### src/rtl/spi_cmdreg_pkg.sv
package spi_cmdreg_pkg;
  localparam int BYTE_W         = 8;
  localparam int ADDR_W         = 5;
  localparam int REG_COUNT      = 1 << ADDR_W;
  localparam int ADDR_BYTES_MAX = 5;
  localparam int IDX_W          = $clog2(ADDR_BYTES_MAX + 1);
  localparam int NUM_WIDE       = 3;
  localparam int WIDE_ID_W      = $clog2(NUM_WIDE);

  localparam logic [ADDR_W-1:0] REG_AWIDTH = 5'h03;
  localparam logic [ADDR_W-1:0] REG_STATUS = 5'h07;
  localparam logic [ADDR_W-1:0] WIDE_ADDR [NUM_WIDE] = '{5'h0A, 5'h0B, 5'h10};

  localparam logic [BYTE_W-1:0] OP_FLUSH_TX = 8'hE1;
  localparam logic [BYTE_W-1:0] OP_FLUSH_RX = 8'hE2;
  localparam logic [BYTE_W-1:0] OP_RXLEN    = 8'h60;

  typedef enum logic [1:0] {
    ACT_NONE,
    ACT_READ,
    ACT_WRITE,
    ACT_RXLEN
  } act_e;
endpackage

### src/rtl/spi_pin_sync.sv
module spi_pin_sync #(
  parameter int STAGES = 2
) (
  input  logic clk,
  input  logic rst_n,
  input  logic sck,
  input  logic mosi,
  input  logic cs_n,
  output logic rst_q_n,
  output logic sel,
  output logic mosi_s,
  output logic sck_rise,
  output logic sck_fall,
  output logic cs_fall
);
  localparam logic [2:0] IDLE_VEC = 3'b001;  // {sck, mosi, cs_n}

  logic [STAGES-1:0] rst_pipe;
  logic [2:0]        pin_q [STAGES];
  logic              sck_d, cs_d;

  // Reset asserts at once and releases after STAGES clock edges.
  always_ff @(posedge clk or negedge rst_n) begin
    if (!rst_n) rst_pipe <= '0;
    else        rst_pipe <= {rst_pipe[STAGES-2:0], 1'b1};
  end
  assign rst_q_n = rst_pipe[STAGES-1];

  always_ff @(posedge clk or negedge rst_q_n) begin
    if (!rst_q_n) pin_q[0] <= IDLE_VEC;
    else          pin_q[0] <= {sck, mosi, cs_n};
  end

  for (genvar g = 1; g < STAGES; g++) begin : g_stage
    always_ff @(posedge clk or negedge rst_q_n) begin
      if (!rst_q_n) pin_q[g] <= IDLE_VEC;
      else          pin_q[g] <= pin_q[g-1];
    end
  end

  always_ff @(posedge clk or negedge rst_q_n) begin
    if (!rst_q_n) begin
      sck_d <= 1'b0;
      cs_d  <= 1'b1;
    end else begin
      sck_d <= pin_q[STAGES-1][2];
      cs_d  <= pin_q[STAGES-1][0];
    end
  end

  assign mosi_s   = pin_q[STAGES-1][1];
  assign sel      = ~pin_q[STAGES-1][0];
  assign sck_rise =  pin_q[STAGES-1][2] & ~sck_d;
  assign sck_fall = ~pin_q[STAGES-1][2] &  sck_d;
  assign cs_fall  = ~pin_q[STAGES-1][0] &  cs_d;
endmodule

### src/rtl/spi_shift_engine.sv
module spi_shift_engine
  import spi_cmdreg_pkg::*;
(
  input  logic              clk,
  input  logic              rst_n,
  input  logic              sel,
  input  logic              sck_rise,
  input  logic              sck_fall,
  input  logic              cs_fall,
  input  logic              mosi_s,
  input  logic [BYTE_W-1:0] first_byte,
  input  logic [BYTE_W-1:0] next_byte,
  output logic              byte_done,
  output logic [BYTE_W-1:0] rx_byte,
  output logic              miso
);
  localparam int CNT_W = $clog2(BYTE_W);
  localparam logic [CNT_W-1:0] LAST_BIT = CNT_W'(BYTE_W - 1);

  logic [CNT_W-1:0]  bit_q, bit_d;
  logic [BYTE_W-2:0] rx_q, rx_d;
  logic [BYTE_W-1:0] tx_q, tx_d;

  assign byte_done = sel & sck_rise & (bit_q == LAST_BIT);
  assign rx_byte   = {rx_q, mosi_s};
  assign miso      = sel & tx_q[BYTE_W-1];

  always_comb begin
    bit_d = bit_q;
    rx_d  = rx_q;
    tx_d  = tx_q;
    if (!sel) begin
      // Deselected: any partial byte is dropped here.
      bit_d = '0;
      tx_d  = '0;
    end else if (cs_fall) begin
      bit_d = '0;
      tx_d  = first_byte;
    end else begin
      if (sck_rise) begin
        bit_d = bit_q + 1'b1;
        rx_d  = {rx_q[BYTE_W-3:0], mosi_s};
      end
      if (sck_fall) begin
        tx_d = (bit_q == '0) ? next_byte : {tx_q[BYTE_W-2:0], 1'b0};
      end
    end
  end

  always_ff @(posedge clk or negedge rst_n) begin
    if (!rst_n) begin
      bit_q <= '0;
      rx_q  <= '0;
      tx_q  <= '0;
    end else begin
      bit_q <= bit_d;
      rx_q  <= rx_d;
      tx_q  <= tx_d;
    end
  end
endmodule

### src/rtl/spi_cmd_regfile.sv
module spi_cmd_regfile
  import spi_cmdreg_pkg::*;
(
  input  logic              clk,
  input  logic              rst_n,
  input  logic              frame_start,
  input  logic              byte_done,
  input  logic [BYTE_W-1:0] rx_byte,
  input  logic              evt_rx_ready,
  input  logic              evt_tx_done,
  input  logic              evt_max_retry,
  input  logic [2:0]        rx_pipe_num,
  input  logic              tx_buf_full,
  input  logic [BYTE_W-1:0] rx_head_len,
  output logic [BYTE_W-1:0] status_byte,
  output logic [BYTE_W-1:0] next_byte,
  output logic              flush_tx,
  output logic              flush_rx
);
  localparam logic [IDX_W-1:0] IDX_MAX = IDX_W'(ADDR_BYTES_MAX);

  logic              have_cmd_q, have_cmd_d;
  act_e              act_q, act_d;
  logic [ADDR_W-1:0] addr_q, addr_d;
  logic [IDX_W-1:0]  idx_q, idx_d;
  logic [2:0]        flags_q, flags_d;   // {rx_ready, tx_done, max_retry}
  logic              ftx_d, frx_d;
  logic [BYTE_W-1:0] regs_q [REG_COUNT];
  logic [BYTE_W-1:0] regs_d [REG_COUNT];
  logic [BYTE_W-1:0] wide_q [NUM_WIDE][ADDR_BYTES_MAX];
  logic [BYTE_W-1:0] wide_d [NUM_WIDE][ADDR_BYTES_MAX];

  logic [NUM_WIDE-1:0]  wide_hits;
  logic                 wide_hit;
  logic [WIDE_ID_W-1:0] wide_id;
  logic [IDX_W-1:0]     aw_len, cur_len;
  logic [BYTE_W-1:0]    rd_byte;

  for (genvar g = 0; g < NUM_WIDE; g++) begin : g_wide_match
    assign wide_hits[g] = (addr_q == WIDE_ADDR[g]);
  end

  always_comb begin
    wide_id = '0;
    for (int i = 0; i < NUM_WIDE; i++)
      if (wide_hits[i]) wide_id = WIDE_ID_W'(i);
  end
  assign wide_hit = |wide_hits;

  always_comb begin
    unique case (regs_q[REG_AWIDTH][1:0])
      2'd2:    aw_len = IDX_W'(4);
      2'd3:    aw_len = IDX_W'(5);
      default: aw_len = IDX_W'(3);
    endcase
  end
  assign cur_len     = wide_hit ? aw_len : IDX_W'(1);
  assign status_byte = {1'b0, flags_q, rx_pipe_num, tx_buf_full};

  // Byte offered for the next byte slot of the frame.
  always_comb begin
    rd_byte = '0;
    if (idx_q < cur_len) begin
      if (wide_hit)                  rd_byte = wide_q[wide_id][idx_q];
      else if (addr_q == REG_STATUS) rd_byte = status_byte;
      else                           rd_byte = regs_q[addr_q];
    end
    unique case (act_q)
      ACT_READ:  next_byte = rd_byte;
      ACT_RXLEN: next_byte = (idx_q == '0) ? rx_head_len : '0;
      default:   next_byte = '0;
    endcase
  end

  always_comb begin
    have_cmd_d = have_cmd_q;
    act_d      = act_q;
    addr_d     = addr_q;
    idx_d      = idx_q;
    flags_d    = flags_q;
    regs_d     = regs_q;
    wide_d     = wide_q;
    ftx_d      = 1'b0;
    frx_d      = 1'b0;
    if (frame_start) begin
      have_cmd_d = 1'b0;
      act_d      = ACT_NONE;
      idx_d      = '0;
    end else if (byte_done) begin
      if (!have_cmd_q) begin
        have_cmd_d = 1'b1;
        idx_d      = '0;
        addr_d     = rx_byte[ADDR_W-1:0];
        if (rx_byte[7:5] == 3'b000)      act_d = ACT_READ;
        else if (rx_byte[7:5] == 3'b001) act_d = ACT_WRITE;
        else if (rx_byte == OP_RXLEN)    act_d = ACT_RXLEN;
        else                             act_d = ACT_NONE;
        ftx_d = (rx_byte == OP_FLUSH_TX);
        frx_d = (rx_byte == OP_FLUSH_RX);
      end else begin
        if (act_q == ACT_WRITE && idx_q < cur_len) begin
          if (wide_hit)                  wide_d[wide_id][idx_q] = rx_byte;
          else if (addr_q == REG_STATUS) flags_d = flags_q & ~rx_byte[6:4];
          else                           regs_d[addr_q] = rx_byte;
        end
        if (idx_q != IDX_MAX) idx_d = idx_q + 1'b1;
      end
    end
    // Events take priority over a clearing write in the same cycle.
    flags_d = flags_d | {evt_rx_ready, evt_tx_done, evt_max_retry};
  end

  always_ff @(posedge clk or negedge rst_n) begin
    if (!rst_n) begin
      have_cmd_q <= 1'b0;
      act_q      <= ACT_NONE;
      addr_q     <= '0;
      idx_q      <= '0;
      flags_q    <= '0;
      flush_tx   <= 1'b0;
      flush_rx   <= 1'b0;
      for (int i = 0; i < REG_COUNT; i++)
        regs_q[i] <= (ADDR_W'(i) == REG_AWIDTH) ? BYTE_W'(3) : '0;
      for (int w = 0; w < NUM_WIDE; w++)
        for (int b = 0; b < ADDR_BYTES_MAX; b++)
          wide_q[w][b] <= '0;
    end else begin
      flags_q  <= flags_d;
      flush_tx <= ftx_d;
      flush_rx <= frx_d;
      if (frame_start || byte_done) begin
        have_cmd_q <= have_cmd_d;
        act_q      <= act_d;
        addr_q     <= addr_d;
        idx_q      <= idx_d;
      end
      if (byte_done) begin
        regs_q <= regs_d;
        wide_q <= wide_d;
      end
    end
  end
endmodule

### src/rtl/spi_cmd_regslave.sv
module spi_cmd_regslave
  import spi_cmdreg_pkg::*;
(
  input  logic              clk,
  input  logic              rst_n,
  input  logic              spi_sck,
  input  logic              spi_mosi,
  input  logic              spi_cs_n,
  output logic              spi_miso,
  input  logic              evt_rx_ready,
  input  logic              evt_tx_done,
  input  logic              evt_max_retry,
  input  logic [2:0]        rx_pipe_num,
  input  logic              tx_buf_full,
  input  logic [BYTE_W-1:0] rx_head_len,
  output logic              flush_tx,
  output logic              flush_rx
);
  logic              rst_q_n, sel, mosi_s, sck_rise, sck_fall, cs_fall;
  logic              byte_done;
  logic [BYTE_W-1:0] rx_byte, status_byte, next_byte;

  spi_pin_sync #(.STAGES(2)) u_sync (
    .clk(clk), .rst_n(rst_n), .sck(spi_sck), .mosi(spi_mosi), .cs_n(spi_cs_n),
    .rst_q_n(rst_q_n), .sel(sel), .mosi_s(mosi_s), .sck_rise(sck_rise),
    .sck_fall(sck_fall), .cs_fall(cs_fall)
  );

  spi_shift_engine u_shift (
    .clk(clk), .rst_n(rst_q_n), .sel(sel), .sck_rise(sck_rise),
    .sck_fall(sck_fall), .cs_fall(cs_fall), .mosi_s(mosi_s),
    .first_byte(status_byte), .next_byte(next_byte),
    .byte_done(byte_done), .rx_byte(rx_byte), .miso(spi_miso)
  );

  spi_cmd_regfile u_regs (
    .clk(clk), .rst_n(rst_q_n), .frame_start(cs_fall), .byte_done(byte_done),
    .rx_byte(rx_byte), .evt_rx_ready(evt_rx_ready), .evt_tx_done(evt_tx_done),
    .evt_max_retry(evt_max_retry), .rx_pipe_num(rx_pipe_num),
    .tx_buf_full(tx_buf_full), .rx_head_len(rx_head_len),
    .status_byte(status_byte), .next_byte(next_byte),
    .flush_tx(flush_tx), .flush_rx(flush_rx)
  );
endmodule

### config.mk
export PLATFORM = sky130hd
export DESIGN_NAME = spi_cmd_regslave
export DESIGN_NICKNAME = d
export VERILOG_FILES = /design/src/rtl/spi_cmdreg_pkg.sv /design/src/rtl/spi_pin_sync.sv /design/src/rtl/spi_shift_engine.sv /design/src/rtl/spi_cmd_regfile.sv /design/src/rtl/spi_cmd_regslave.sv
export SDC_FILE = /design/constraint.sdc
export NUM_CORES = 1
export LEC_CHECK = 0
export ABC_CLOCK_PERIOD_IN_PS = 12850
export BUFFER_PORTS_ARGS = -buffer_cell sky130_fd_sc_hd__buf_4
export CAP_MARGIN = 10
export CORE_MARGIN = 1.5
export CORE_UTILIZATION = 55
export CTS_CLUSTER_DIAMETER = 30
export CTS_CLUSTER_SIZE = 14
export DETAILED_ROUTE_END_ITERATION = 7
export PLACE_DENSITY = 0.74
export SLEW_MARGIN = 30
export SYNTH_ARGS = -nofsm -noshare
export SYNTH_HDL_FRONTEND = slang
export SYNTH_SLANG_ARGS = --single-unit
### constraint.sdc
create_clock -name clk -period 12.85 [get_ports clk]
set_input_delay 3.855 -clock clk [delete_from_list [all_inputs] [get_ports clk]]
set_output_delay 3.855 -clock clk [all_outputs]
set_load 0.005 [all_outputs]
Word-level counts from Yosys, hierarchy flattened
Index checks and enable logic that the tools add are counted.
{ "word_totals": {"in_bits": 20, "rom_bits": 0, "output_inout_bits": 3, "wordCells": 183, "latch_bits": 0, "mem_bits_rw": 0, "n_memories": 0, "register_bits": 420} }
{ "op_classes": {"n_reduce_logical": 19, "div_mod_pow": 0, "order_cmp": 7, "n_mul": 0, "n_shift": 0, "n_eq_ne": 17, "addsub": 2, "bitwise_logic": 19, "n_mux": 57} }
{ "op_table": {"columns": ["op", "count"], "rows": [
  ["$bwmux 256", 1],
  ["$bwmux 120", 1],
  ["$mux 40", 3],
  ["$mux 8", 14],
  ["$bmux 40 s2", 1],
  ["$demux 40 s2", 1],
  ["$mux 3", 14],
  ["$bmux 8 s5", 1],
  ["$demux 8 s5", 1],
  ["$bmux 8 s3", 1],
  ["$demux 8 s3", 1],
  ["$eq 8x8->1 const B", 2],
  ["$pmux 8 s2", 1],
  ["$mux 2", 7],
  ["$eq 5x4->1 const B", 2],
  ["$logic_not 3->1", 3],
  ["$mux 1", 9],
  ["$reduce_and 3->1", 3],
  ["$eq 2x2->1 const B", 4],
  ["$eq 8x7->1 const B", 1],
  ["$not 1->1", 7],
  ["$add 3x1->3 const B", 2],
  ["$and 1x1->1", 6],
  ["$ge 6x6->1 const B", 1],
  ["30 further kinds", 34]
]} }

Depth between registers and ports, before layout
Gate-level depths: netlist (run 1).
{ "logic_depth": {"ltp_word": 17, "depth_mapped": 13} }

Modules after synthesis
A second synthesis (run 1) with hierarchy kept.
{ "unflattened": {"cells_unflattened": 1475, "area_unflattened_um2": 19282.2} }
{ "modules_own_cells": {"columns": ["mod", "seq_area_each_um2", "area_per_inst_um2", "cells_per_inst", "instances"], "rows": [
  ["spi_cmd_regfile", 9536.6, 17988.5, 1371, 1],
  ["spi_shift_engine", 450.4, 1011.0, 89, 1],
  ["spi_pin_sync", 254.0, 282.8, 15, 1]
]} }

Worst setup path after synthesis (run 1)
OpenSTA, ideal clock, no wires.
{ "synth_timing": {"path_kind": "reg2out", "start": "register u_sync.pin_q[0] in the netlist's numbering", "end": "output spi_miso", "required_ns": 8.995, "path_slack_ns": 8.102, "t_arrival_ns": 0.893, "path_stages_with_launch": 3, "n_path_buf": 1, "path_cell_list": "dfstp_2 > clkbuf_1 > nor2b_1"} }
{ "synth_via": {"elab_chain_len": 2} }
{ "synth_rtl": {"columns": ["element", "line", "source"], "rows": [
  ["start, declared", "spi_pin_sync.sv:19", "logic [2:0] pin_q [STAGES];"],
  ["start signal, assigned by index", "spi_pin_sync.sv:37", "else pin_q[g] <= pin_q[g-1];"],
  ["$not 1->1 (no source line)", null, null],
  ["$and 1x1->1", "spi_shift_engine.sv:26", "assign miso = sel & tx_q[BYTE_W-1];"],
  ["end, declared", "spi_cmd_regslave.sv:9", "output logic spi_miso,"]
]} }
Every way passes these cells.

Worst setup path after layout (run 1)
Ends and elaborated chain as after synthesis.

==> flow_summary.toml, run 1 <==
[critical_path]
cp_slowest_cell = "dfstp_2"
path_buf_inv = 1
path_cells = "nor2b_1 > buf_4"
cpLargestDelayFamily = "flip-flops"
worstSetupEndpointType = "primary output"
path_class = "reg -> out"
startpoint_type = "register"
crit_arrival_ns = 1.52
worst-path-max-fanout = 16
slowest_delay_ns = 0.71
worstPathRequired_ns = 8.99

[grt]
antenna_found_initial = 0
grt_overflow = 0
grt_first_pass_wirelength_mm = 77.6
grt_max_degree = 170
track_usage_pct = 28.1
grt_pass1_vias = 13100

[floorplan]
coreArea_um2 = 34700
floorplan.rows = 68
die_h_um = 191
io_pins = 23
initial_core_util_pct = 56.2
fp.dieW_um = 191
fp.dieArea_um2 = 36600

[clocking]
cts_htree_levels = 3
clockBufferDepth = 3
cts_tree = "done"
cts_buffers = 88
clk_pin_slew_ns = 0.05
clock_sinks = 412
cts_resized = 0
post_cts_buffers = 0
insertion_delay_ns = 0.60
root_buffer = "clkbuf_16"
hold_buffers = 0

[drt]
totalWireLength_mm = 49.1
num_vias = 12600
ant_nets = 0
first_pass_iters = 6
drc = 0
wire_per_inst_um = 24.7
routed_via_density = 6.32
drtIter0Drc = 1020

[job]
cap_violations = 0

[placement]
hpwl_mm = 29.2
pre_cts_ws_ns = 7.92
port_buffers = 22
place.gp.congestion = 0.852

[synthesis]
yosysTopAreaCellShare_pct = 52.2
yosys.area.top_type = "dfrtp_1"
synth_seq_cells = 412
synth_top_cells_by_count = "dfrtp_1, mux2_2, clkbuf_1"
syn_inst = 1454
yosysMostFrequentCell = "dfrtp_1"
yosysWarnings = 0
async_flop_share_pct = 100
synth_edf_count = 0
synth.area.top_cells = "dfrtp_1, mux2_2, mux4_2"
ys_types = 77
synth_fp_nets = 1482
synth_area_um2 = 19500
ys_seq_area_share_pct = 52.8
syn_avg_cell_area_um2 = 13.4
ys_dominant_reg_cell = "dfrtp_1"

[pwr]
p_total_w = 0.00386
p_leak_nw = 10.6
peakVddDrop_mv = 0.229
p_per_area_nw_per_um2 = 167

[timing]
fmax_mhz = 186
rsz0062_at_grt = "false"
setup-violations-final = 0
final.min_clock_period_ns = 5.37
worst_pin_slew_ns = 0.998
layout_setup_ws_ns = 7.48
slew_violations = 0
hold_viol_final = 0
tns_ns = 0
slew-limit-headroom_pct = 31.7
fin_crit_sh_pct = 41.8
skew_ns = 0.0195

[cells_and_area]
area_delta_synth_final_pct = 18.8
fin_nets = 1495
layout-drive-gt1-share_pct = 45.0
diodes = 0
fillCellCount = 2328
final_core_util_pct = 66.8

[outcome]
status = "finished clean"

[hold_path]
hold_path.class = "reg -> async"
## final timing paths
path	startpoint	to	slack (ns)	cells past startpoint
setup / recovery	u_sync.pin_q[0]	spi_miso	7.48	2
hold / removal	u_sync.rst_pipe[1]	u_regs.regs_q[9]	0.22	0
setup reg to reg	u_regs.addr_q[0]	u_regs.regs_q[19]	7.86	11
hold reg to reg	u_sync.rst_pipe[1]	u_regs.regs_q[9]	0.22	0
max in group asynchronous	rst_n	u_sync.rst_pipe[1]	9.70	1
min in group clk	u_sync.pin_q[4]	u_sync.mosi_s	0.34	0
## cells by family after synthesis
kind of cell	count (synthesis)	synth area share [%]
multiplexers	462	30.2
AND/OR/NAND/NOR	282	8.30
XOR/XNOR	1	0.0449
flip-flops	412	52.8
other	1	0.0192
buffers and inverters	134	2.79
adder cells (fa/ha/maj)	8	0.513
AO/OA/AOI/OAI	154	5.33
## metrics by stage
step | hold slack, ns | cells | instance area (um2)
4_1_cts | 0.341 | 1989 | 23100
5_1_grt | 0.244 | 1992 | 23200
3_5_place_dp | 0.337 | 1829 | 19900
3_3_place_gp | 0.333 | 1829 | 19900
6_report | 0.218 | 1992 | 23200
2_1_floorplan | 0.331 | 1454 | 19500
## layer usage
layer	up-vias	part of all wire (%)	GRT usage (%)
li1	5390	-	-
met1	6568	43	39.8
met2	547	46	42.1
met3	90	8.2	7.20
met4	0	2.6	9.59
met5	-	0	0
## layout make-up
| type | count | area [um2] | share of cell area [%] |
|---|---|---|---|
| flip-flops and latches | 412 | 10300 | 44.5 |
| multi-input cells | 908 | 8670 | 37.4 |
| clock buffers | 112 | 2510 | 10.8 |
| clock inverters | 48 | 669 | 2.89 |
| well taps | 455 | 569 | 2.45 |
| repair buffers | 47 | 425 | 1.83 |
| inverters | 10 | 37.5 | 0.162 |
## power breakdown
part | internal, W | total, W | switching [W]
sequential | 0.00131 | 0.00132 | 0.0000109
combinational | 0.0000288 | 0.000166 | 0.000137
clock | 0.00167 | 0.00238 | 0.000709
## flip-flops by register name (all words and copies together) (netlist names), 3 cells and up
signal / count
u_regs.flags_q: 3
u_regs.regs_q: 248
u_regs.wide_q: 120
u_shift.tx_q: 8
u_shift.bit_q: 3
u_regs.idx_q: 3
u_regs.addr_q: 5
u_shift.rx_q: 7
u_sync.pin_q: 5
## worst reg2reg max path, stage by stage (launching register included)
cell and delay [ns]:
dfrtp_4 0.65, buf_12 0.27, or4b_1 0.60, a21oi_1 0.62, nand2b_1 0.12, ha_1 0.29
o21ai_0 0.32, nand2_1 0.17, o41a_1 0.20, nor3b_2 0.59, nand4_1 0.57, mux2_2 0.46
## cells in the final DEF, fill, tap and decap left out, drive strengths merged, types with 3 or more instances in the layout
cell,netlist,routed
mux2,367,367
nand2b,17,17
a211oi,8,8
a221oi,6,6
o211ai,7,7
a311oi,4,4
mux2i,33,33
dfrtp,407,407
a21oi,41,41
o21ai,24,24
a2111oi,6,6
bufinv,0,15
clkinvlp,0,8
o22ai,14,14
mux4,62,62
o31ai,3,3
nor3,23,23
inv,10,16
or3b,5,5
dfstp,5,5
a31oi,9,9
nor3b,7,7
nand2,79,79
clkinv,0,19
nor2,68,68
and2,6,6
or4,5,5
or2,5,5
clkbuf,92,112
and3,5,5
nand4,6,6
nor2b,16,16
ha,8,8
nor4,3,3
a21o,7,7
nand3,25,25
buf,32,47
No activity file was read; power rests on OpenSTA's default activity.
==> inputs of run 2 (changes only) <==
Settings changed: ABC_CLOCK_PERIOD_IN_PS 12850 to 5100, PLACE_DENSITY 0.74 to 0.71.
Clock period 12.85 ns to 5.1 ns, I/O delays scaled along.
==> run 2 against run 1 <==
Compared with the run above: setup slack got worse by 6.7 ns; count of clock-buffer cells in the layout is 2 higher; global-route usage increased by 0.36 points; wire length increased by 1.2%; non-clock buffer count up 4; critical path type is now reg -> reg; largest cell class unchanged; highest routed layer unchanged.
==> flow_summary.toml, run 2 (synthesis gave the netlist of run 1 again) <==
[timing]
setup-violations-final = 0
hold_viol_final = 0
skew_ns = 0.0293
tns_ns = 0
fmax_mhz = 234
layout_setup_ws_ns = 0.822
rsz0062_at_grt = "false"
slew-limit-headroom_pct = 35.9
worst_pin_slew_ns = 0.958
final.min_clock_period_ns = 4.28
slew_violations = 0
fin_crit_sh_pct = 83.9

[clocking]
hold_buffers = 0
insertion_delay_ns = 0.60
clk_pin_slew_ns = 0.05
root_buffer = "clkbuf_16"
cts_htree_levels = 3
clockBufferDepth = 3
post_cts_buffers = 0
cts_tree = "done"
cts_buffers = 89
clock_sinks = 412
cts_resized = 0

[floorplan]
floorplan.rows = 68
initial_core_util_pct = 56.2
io_pins = 23
fp.dieArea_um2 = 36600
fp.dieW_um = 191
die_h_um = 191
coreArea_um2 = 34700

[cells_and_area]
top_regs = "u_regs.regs_q: 248 flops, u_regs.wide_q: 120 flops, u_shift.tx_q: 8 flops"
final_common_cell = "dfrtp_1"
layout-drive-gt1-share_pct = 44.9
fillCellCount = 2445
largest_reg_flops = 248
final_core_util_pct = 66.5
fin_cells = 2000
diodes = 0
regMostFlops = "u_regs.regs_q"
fin_nets = 1500
mostFrequentLayoutCells = "dfrtp_1, mux2_2, clkbuf_16"
area_delta_synth_final_pct = 18.3

[hold_path]
hold_path.class = "reg -> async"

[placement]
pre_cts_ws_ns = 0.954
port_buffers = 22
place.gp.congestion = 0.909
hpwl_mm = 30.7
dp_cells = 1835

[critical_path]
path_class = "reg -> reg"
crit_start = "u_regs.addr_q[0]"
startpoint_type = "register"
path_cells = "or4b_1 > a21oi_1 > buf_4 > nand2b_1 > ha_1 > o21ai_0 > nand2_1 > o41a_1 > nor3b_2 > or3b_1 > mux2_4"
cpLargestDelayFamily = "simple AND/OR/NAND/NOR gates"
cp_num_cells = 11
reg2regPathDepth = 11
r2r_slack_ns = 0.82
slowest_delay_ns = 0.66
worst-path-max-fanout = 8
worstReg2RegStart = "u_regs.addr_q[0]"
cp_slowest_cell = "nor3b_2"
worstSetupEndpointType = "register"
worstPathRequired_ns = 5.58
path_buf_inv = 1
crit_arrival_ns = 4.76

[grt]
grt_max_degree = 130
antenna_found_initial = 1
grt_first_pass_wirelength_mm = 78.4
track_usage_pct = 28.4
grt_pass1_vias = 13000
grt_overflow = 0

[drt]
drtIter0Drc = 1074
drc = 0
first_pass_iters = 5
totalWireLength_mm = 49.7
ant_nets = 0
wire_per_inst_um = 24.9
num_vias = 12600
routed_via_density = 6.29

[job]
cap_violations = 0

[outcome]
status = "finished clean"

[pwr]
p_per_area_nw_per_um2 = 411
peakVddDrop_mv = 0.287
p_leak_nw = 10.5
[run 2: power breakdown]
part	internal, W	leakage (nW)	switching (W)	total, W
logic	0.0000702	3.38	0.000299	0.000369
clock network	0.00387	1.47	0.00189	0.00576
registers	0.00330	5.69	0.0000704	0.00337
[run 2: through the flow]
stage	power [W]	area, um2	hold WS, ns
2_1_floorplan	0.00361	19500	0.331
3_3_place_gp	0.00378	20000	0.333
3_5_place_dp	0.00379	20000	0.338
4_1_cts	0.00957	23100	0.343
5_1_grt	0.00979	23100	0.211
6_report	0.00950	23100	0.195
[run 2: path summary, 6_finish.rpt]
check                                endpoint
setup reg to reg           u_regs.regs_q[144]
hold reg to reg            u_regs.regs_q[146]
setup / recovery           u_regs.regs_q[144]
min in group clk           u_sync.rst_pipe[1]
max in group asynchronous   u_regs.wide_q[35]
hold / removal             u_regs.regs_q[146]
[run 2: routing by layer]
| layer | global-route usage, % | vias up | share of wire [%] |
|---|---|---|---|
| met5 | 0 | - | 0 |
| li1 | - | 5391 | - |
| met1 | 41.9 | 6609 | 44 |
| met2 | 41.6 | 499 | 46 |
| met4 | 9.53 | 0 | 2.5 |
| met3 | 6.41 | 83 | 7.6 |
[run 2: worst reg2reg max path: cells and delay by family (launching register included)]
family                     cells  cell delay (ns)
and+or+nand+nor                5             2.15
AOI/OAI and AO/OA              3             0.72
DFF                            1             0.47
muxes                          1             0.39
adders and majority gates      1             0.27
buffers and inverters          1             0.18
[run 2: layout make-up]
cell class                      instances  area, um2  share of cell area, %
Sequential cell                       412      10300                   44.7
Multi-Input combinational cell        908       8660                   37.5
Clock buffer                          114       2460                   10.7
Clock inverter                         50        599                   2.59
Tap cell                              455        569                   2.46
Timing Repair Buffer                   51        440                   1.91
Inverter                               10       37.5                  0.162
==> inputs of run 3 (changes only) <==
Settings changed: ABC_CLOCK_PERIOD_IN_PS 5100 to 3600, PLACE_DENSITY 0.71 to 0.74.
Clock period 5.1 ns to 3.6 ns, I/O delays scaled along.
==> run 3 against run 2 <==
Compared with the run above: utilization increased by 1.5 points; combinational power increased by 56%; first-iteration DRC count increased by 5.9%; count of clock-buffer cells in the layout decreased by 15; sequential share of layout area decreased by 0.98 points; setup slack got worse by 0.73 ns; hold slack improved by 0.069 ns; clock skew decreased by 0.0048 ns; cell count increased by 2.2%; flip-flop and latch count unchanged; fmax increased by 22%; clock power increased by 43%.
==> flow_summary.toml, run 3 (synthesis gave the netlist of run 1 again) <==
[critical_path]
path_class = "reg -> reg"
worstPathRequired_ns = 4.08
timing.rr.end = "u_regs.regs_q[255]"
worstSetupEndpointType = "register"
crit_arrival_ns = 3.99
worstReg2RegStart = "u_regs.addr_q[0]"
startpoint_type = "register"
cp_slowest_cell = "or4b_1"
worst-path-max-fanout = 8
reg2regPathDepth = 10
r2r_slack_ns = 0.09
slowest_delay_ns = 0.60
path_cells = "or4b_1 > a21oi_4 > nand2b_1 > ha_1 > o21ai_2 > a21o_1 > nor3b_4 > nand2_2 > nor2_4 > mux2_2"

[floorplan]
fp.dieW_um = 191
die_h_um = 191
fp.dieArea_um2 = 36600
coreArea_um2 = 34700
io_pins = 23
initial_core_util_pct = 56.2
floorplan.rows = 68

[placement]
post_dp_cell_area_um2 = 20500
hpwl_mm = 31.2
place.gp.congestion = 0.884
port_buffers = 22

[grt]
track_usage_pct = 29.2
grt_overflow = 0
grt_pass1_vias = 13500
antenna_found_initial = 0
grt_first_pass_wirelength_mm = 80.9
grt_max_degree = 89

[cells_and_area]
layout-drive-gt1-share_pct = 46.9
final_area_um2 = 23600
top_regs = "u_regs.regs_q: 248 flops, u_regs.wide_q: 120 flops, u_shift.tx_q: 8 flops"
area_delta_synth_final_pct = 20.9
fillCellCount = 2296
fin_nets = 1548
final_common_cell = "dfrtp_1"
largest_reg_flops = 248
mostFrequentLayoutCells = "dfrtp_1, mux2_2, buf_4"
diodes = 0
regMostFlops = "u_regs.regs_q"

[drt]
drtIter0Drc = 1137
first_pass_iters = 5
totalWireLength_mm = 50.9
routed_via_density = 6.29
num_vias = 12900
wire_per_inst_um = 24.9
drc = 0
ant_nets = 0

[timing]
timing.hold.ws_ns = 0.264
setup-violations-final = 0
worst_pin_slew_ns = 0.850
slew-limit-headroom_pct = 43.2
slew_violations = 0
fin_crit_sh_pct = 97.4
fmax_mhz = 285
hold_viol_final = 0
final.min_clock_period_ns = 3.51
skew_ns = 0.0245

[outcome]
status = "finished clean"

[pwr]
p_per_area_nw_per_um2 = 574
p_leak_nw = 10.8
peakVddDrop_mv = 0.472

[job]
cap_violations = 0

[clocking]
root_buffer = "clkbuf_16"
insertion_delay_ns = 0.60
cts_buffers = 85
clockBufferDepth = 3
hold_buffers = 0
clk_pin_slew_ns = 0.05
cts_htree_levels = 3
cts_tree = "done"
clock_sinks = 412

[hold_path]
hold_path.class = "in -> async"
[run 3: changes by cell type in the layout (fill, tap and decap cells not counted), sizes merged]
cell	before	now
buf	51	103
clkbuf	114	99
bufinv	9	15
clkinv	24	25
[run 3: routing by layer]
metal	part of all wire (%)	up-vias	track usage [%]
li1	-	5488	-
met1	44	6733	42.2
met2	46	547	43.6
met3	7.4	95	5.53
met4	3.0	0	11.7
met5	0	-	0
[run 3: worst max path at each step]
stage	startpoint	end	slack [ns]	depth (start not counted)
after global placement	u_regs.addr_q[0]	u_regs.regs_q[228]	0.03	10
after CTS	u_regs.addr_q[0]	u_regs.regs_q[110]	0.02	10
after floorplan	u_sync.rst_pipe[1]	u_regs.act_q[0]	-0.44	0
after detailed placement	u_regs.addr_q[0]	u_regs.wide_q[35]	-0.08	10
final	u_regs.addr_q[0]	u_regs.regs_q[255]	0.09	10
after global routing	u_regs.addr_q[0]	u_regs.regs_q[255]	-0.04	10
[run 3: final cells by class]
cell class | instances | area (um2) | area share [%]
clock inverters | 57 | 810 | 3.43
well taps | 455 | 569 | 2.41
clock buffers | 99 | 2250 | 9.53
repair buffers | 103 | 923 | 3.91
multi-input cells | 908 | 8690 | 36.8
inverters | 10 | 37.5 | 0.159
flip-flops and latches | 412 | 10300 | 43.7
[run 3: worst max-delay path: cells and delay by family (launching register included)]
kind / cells / cell delay (ns)
adder cells (fa/ha/maj): 1 / 0.29
flip-flops: 1 / 0.48
AO/OA/AOI/OAI: 3 / 0.56
multiplexers: 1 / 0.38
AND/OR/NAND/NOR: 5 / 1.67
[run 3: per-stage QoR]
| step | total power [W] | worst slack (ns) | util [%] | cells | TNS, ns |
|---|---|---|---|---|---|
| floorplan | 0.00511 | -0.441 | - | 1454 | -178.45 |
| global placement | 0.00536 | 0.0331 | 59.0 | 1884 | 0 |
| detailed placement | 0.00538 | -0.0834 | 59.0 | 1884 | -1.59 |
| CTS | 0.0136 | 0.0182 | 67.8 | 2041 | 0 |
| global route | 0.0140 | -0.0371 | 68.0 | 2044 | -0.602 |
| finish | 0.0136 | 0.0925 | 68.0 | 2044 | 0 |
[run 3: what timing repair did]
| action | CTS | global route |
|---|---|---|
| buffers inserted | 1 | 3 |
| pin swaps | 1 | 5 |
| setup endpoints to repair | 104 | 293 |
| resized for setup | 1 | 5 |
[run 3: where the power goes]
part	internal [W]	leakage [nW]	total, W	switching (W)
registers	0.00467	5.69	0.00474	0.0000640
clock network	0.00559	1.46	0.00824	0.00266
logic	0.000107	3.69	0.000575	0.000468
total	0.0104	10.8	0.0136	0.00319
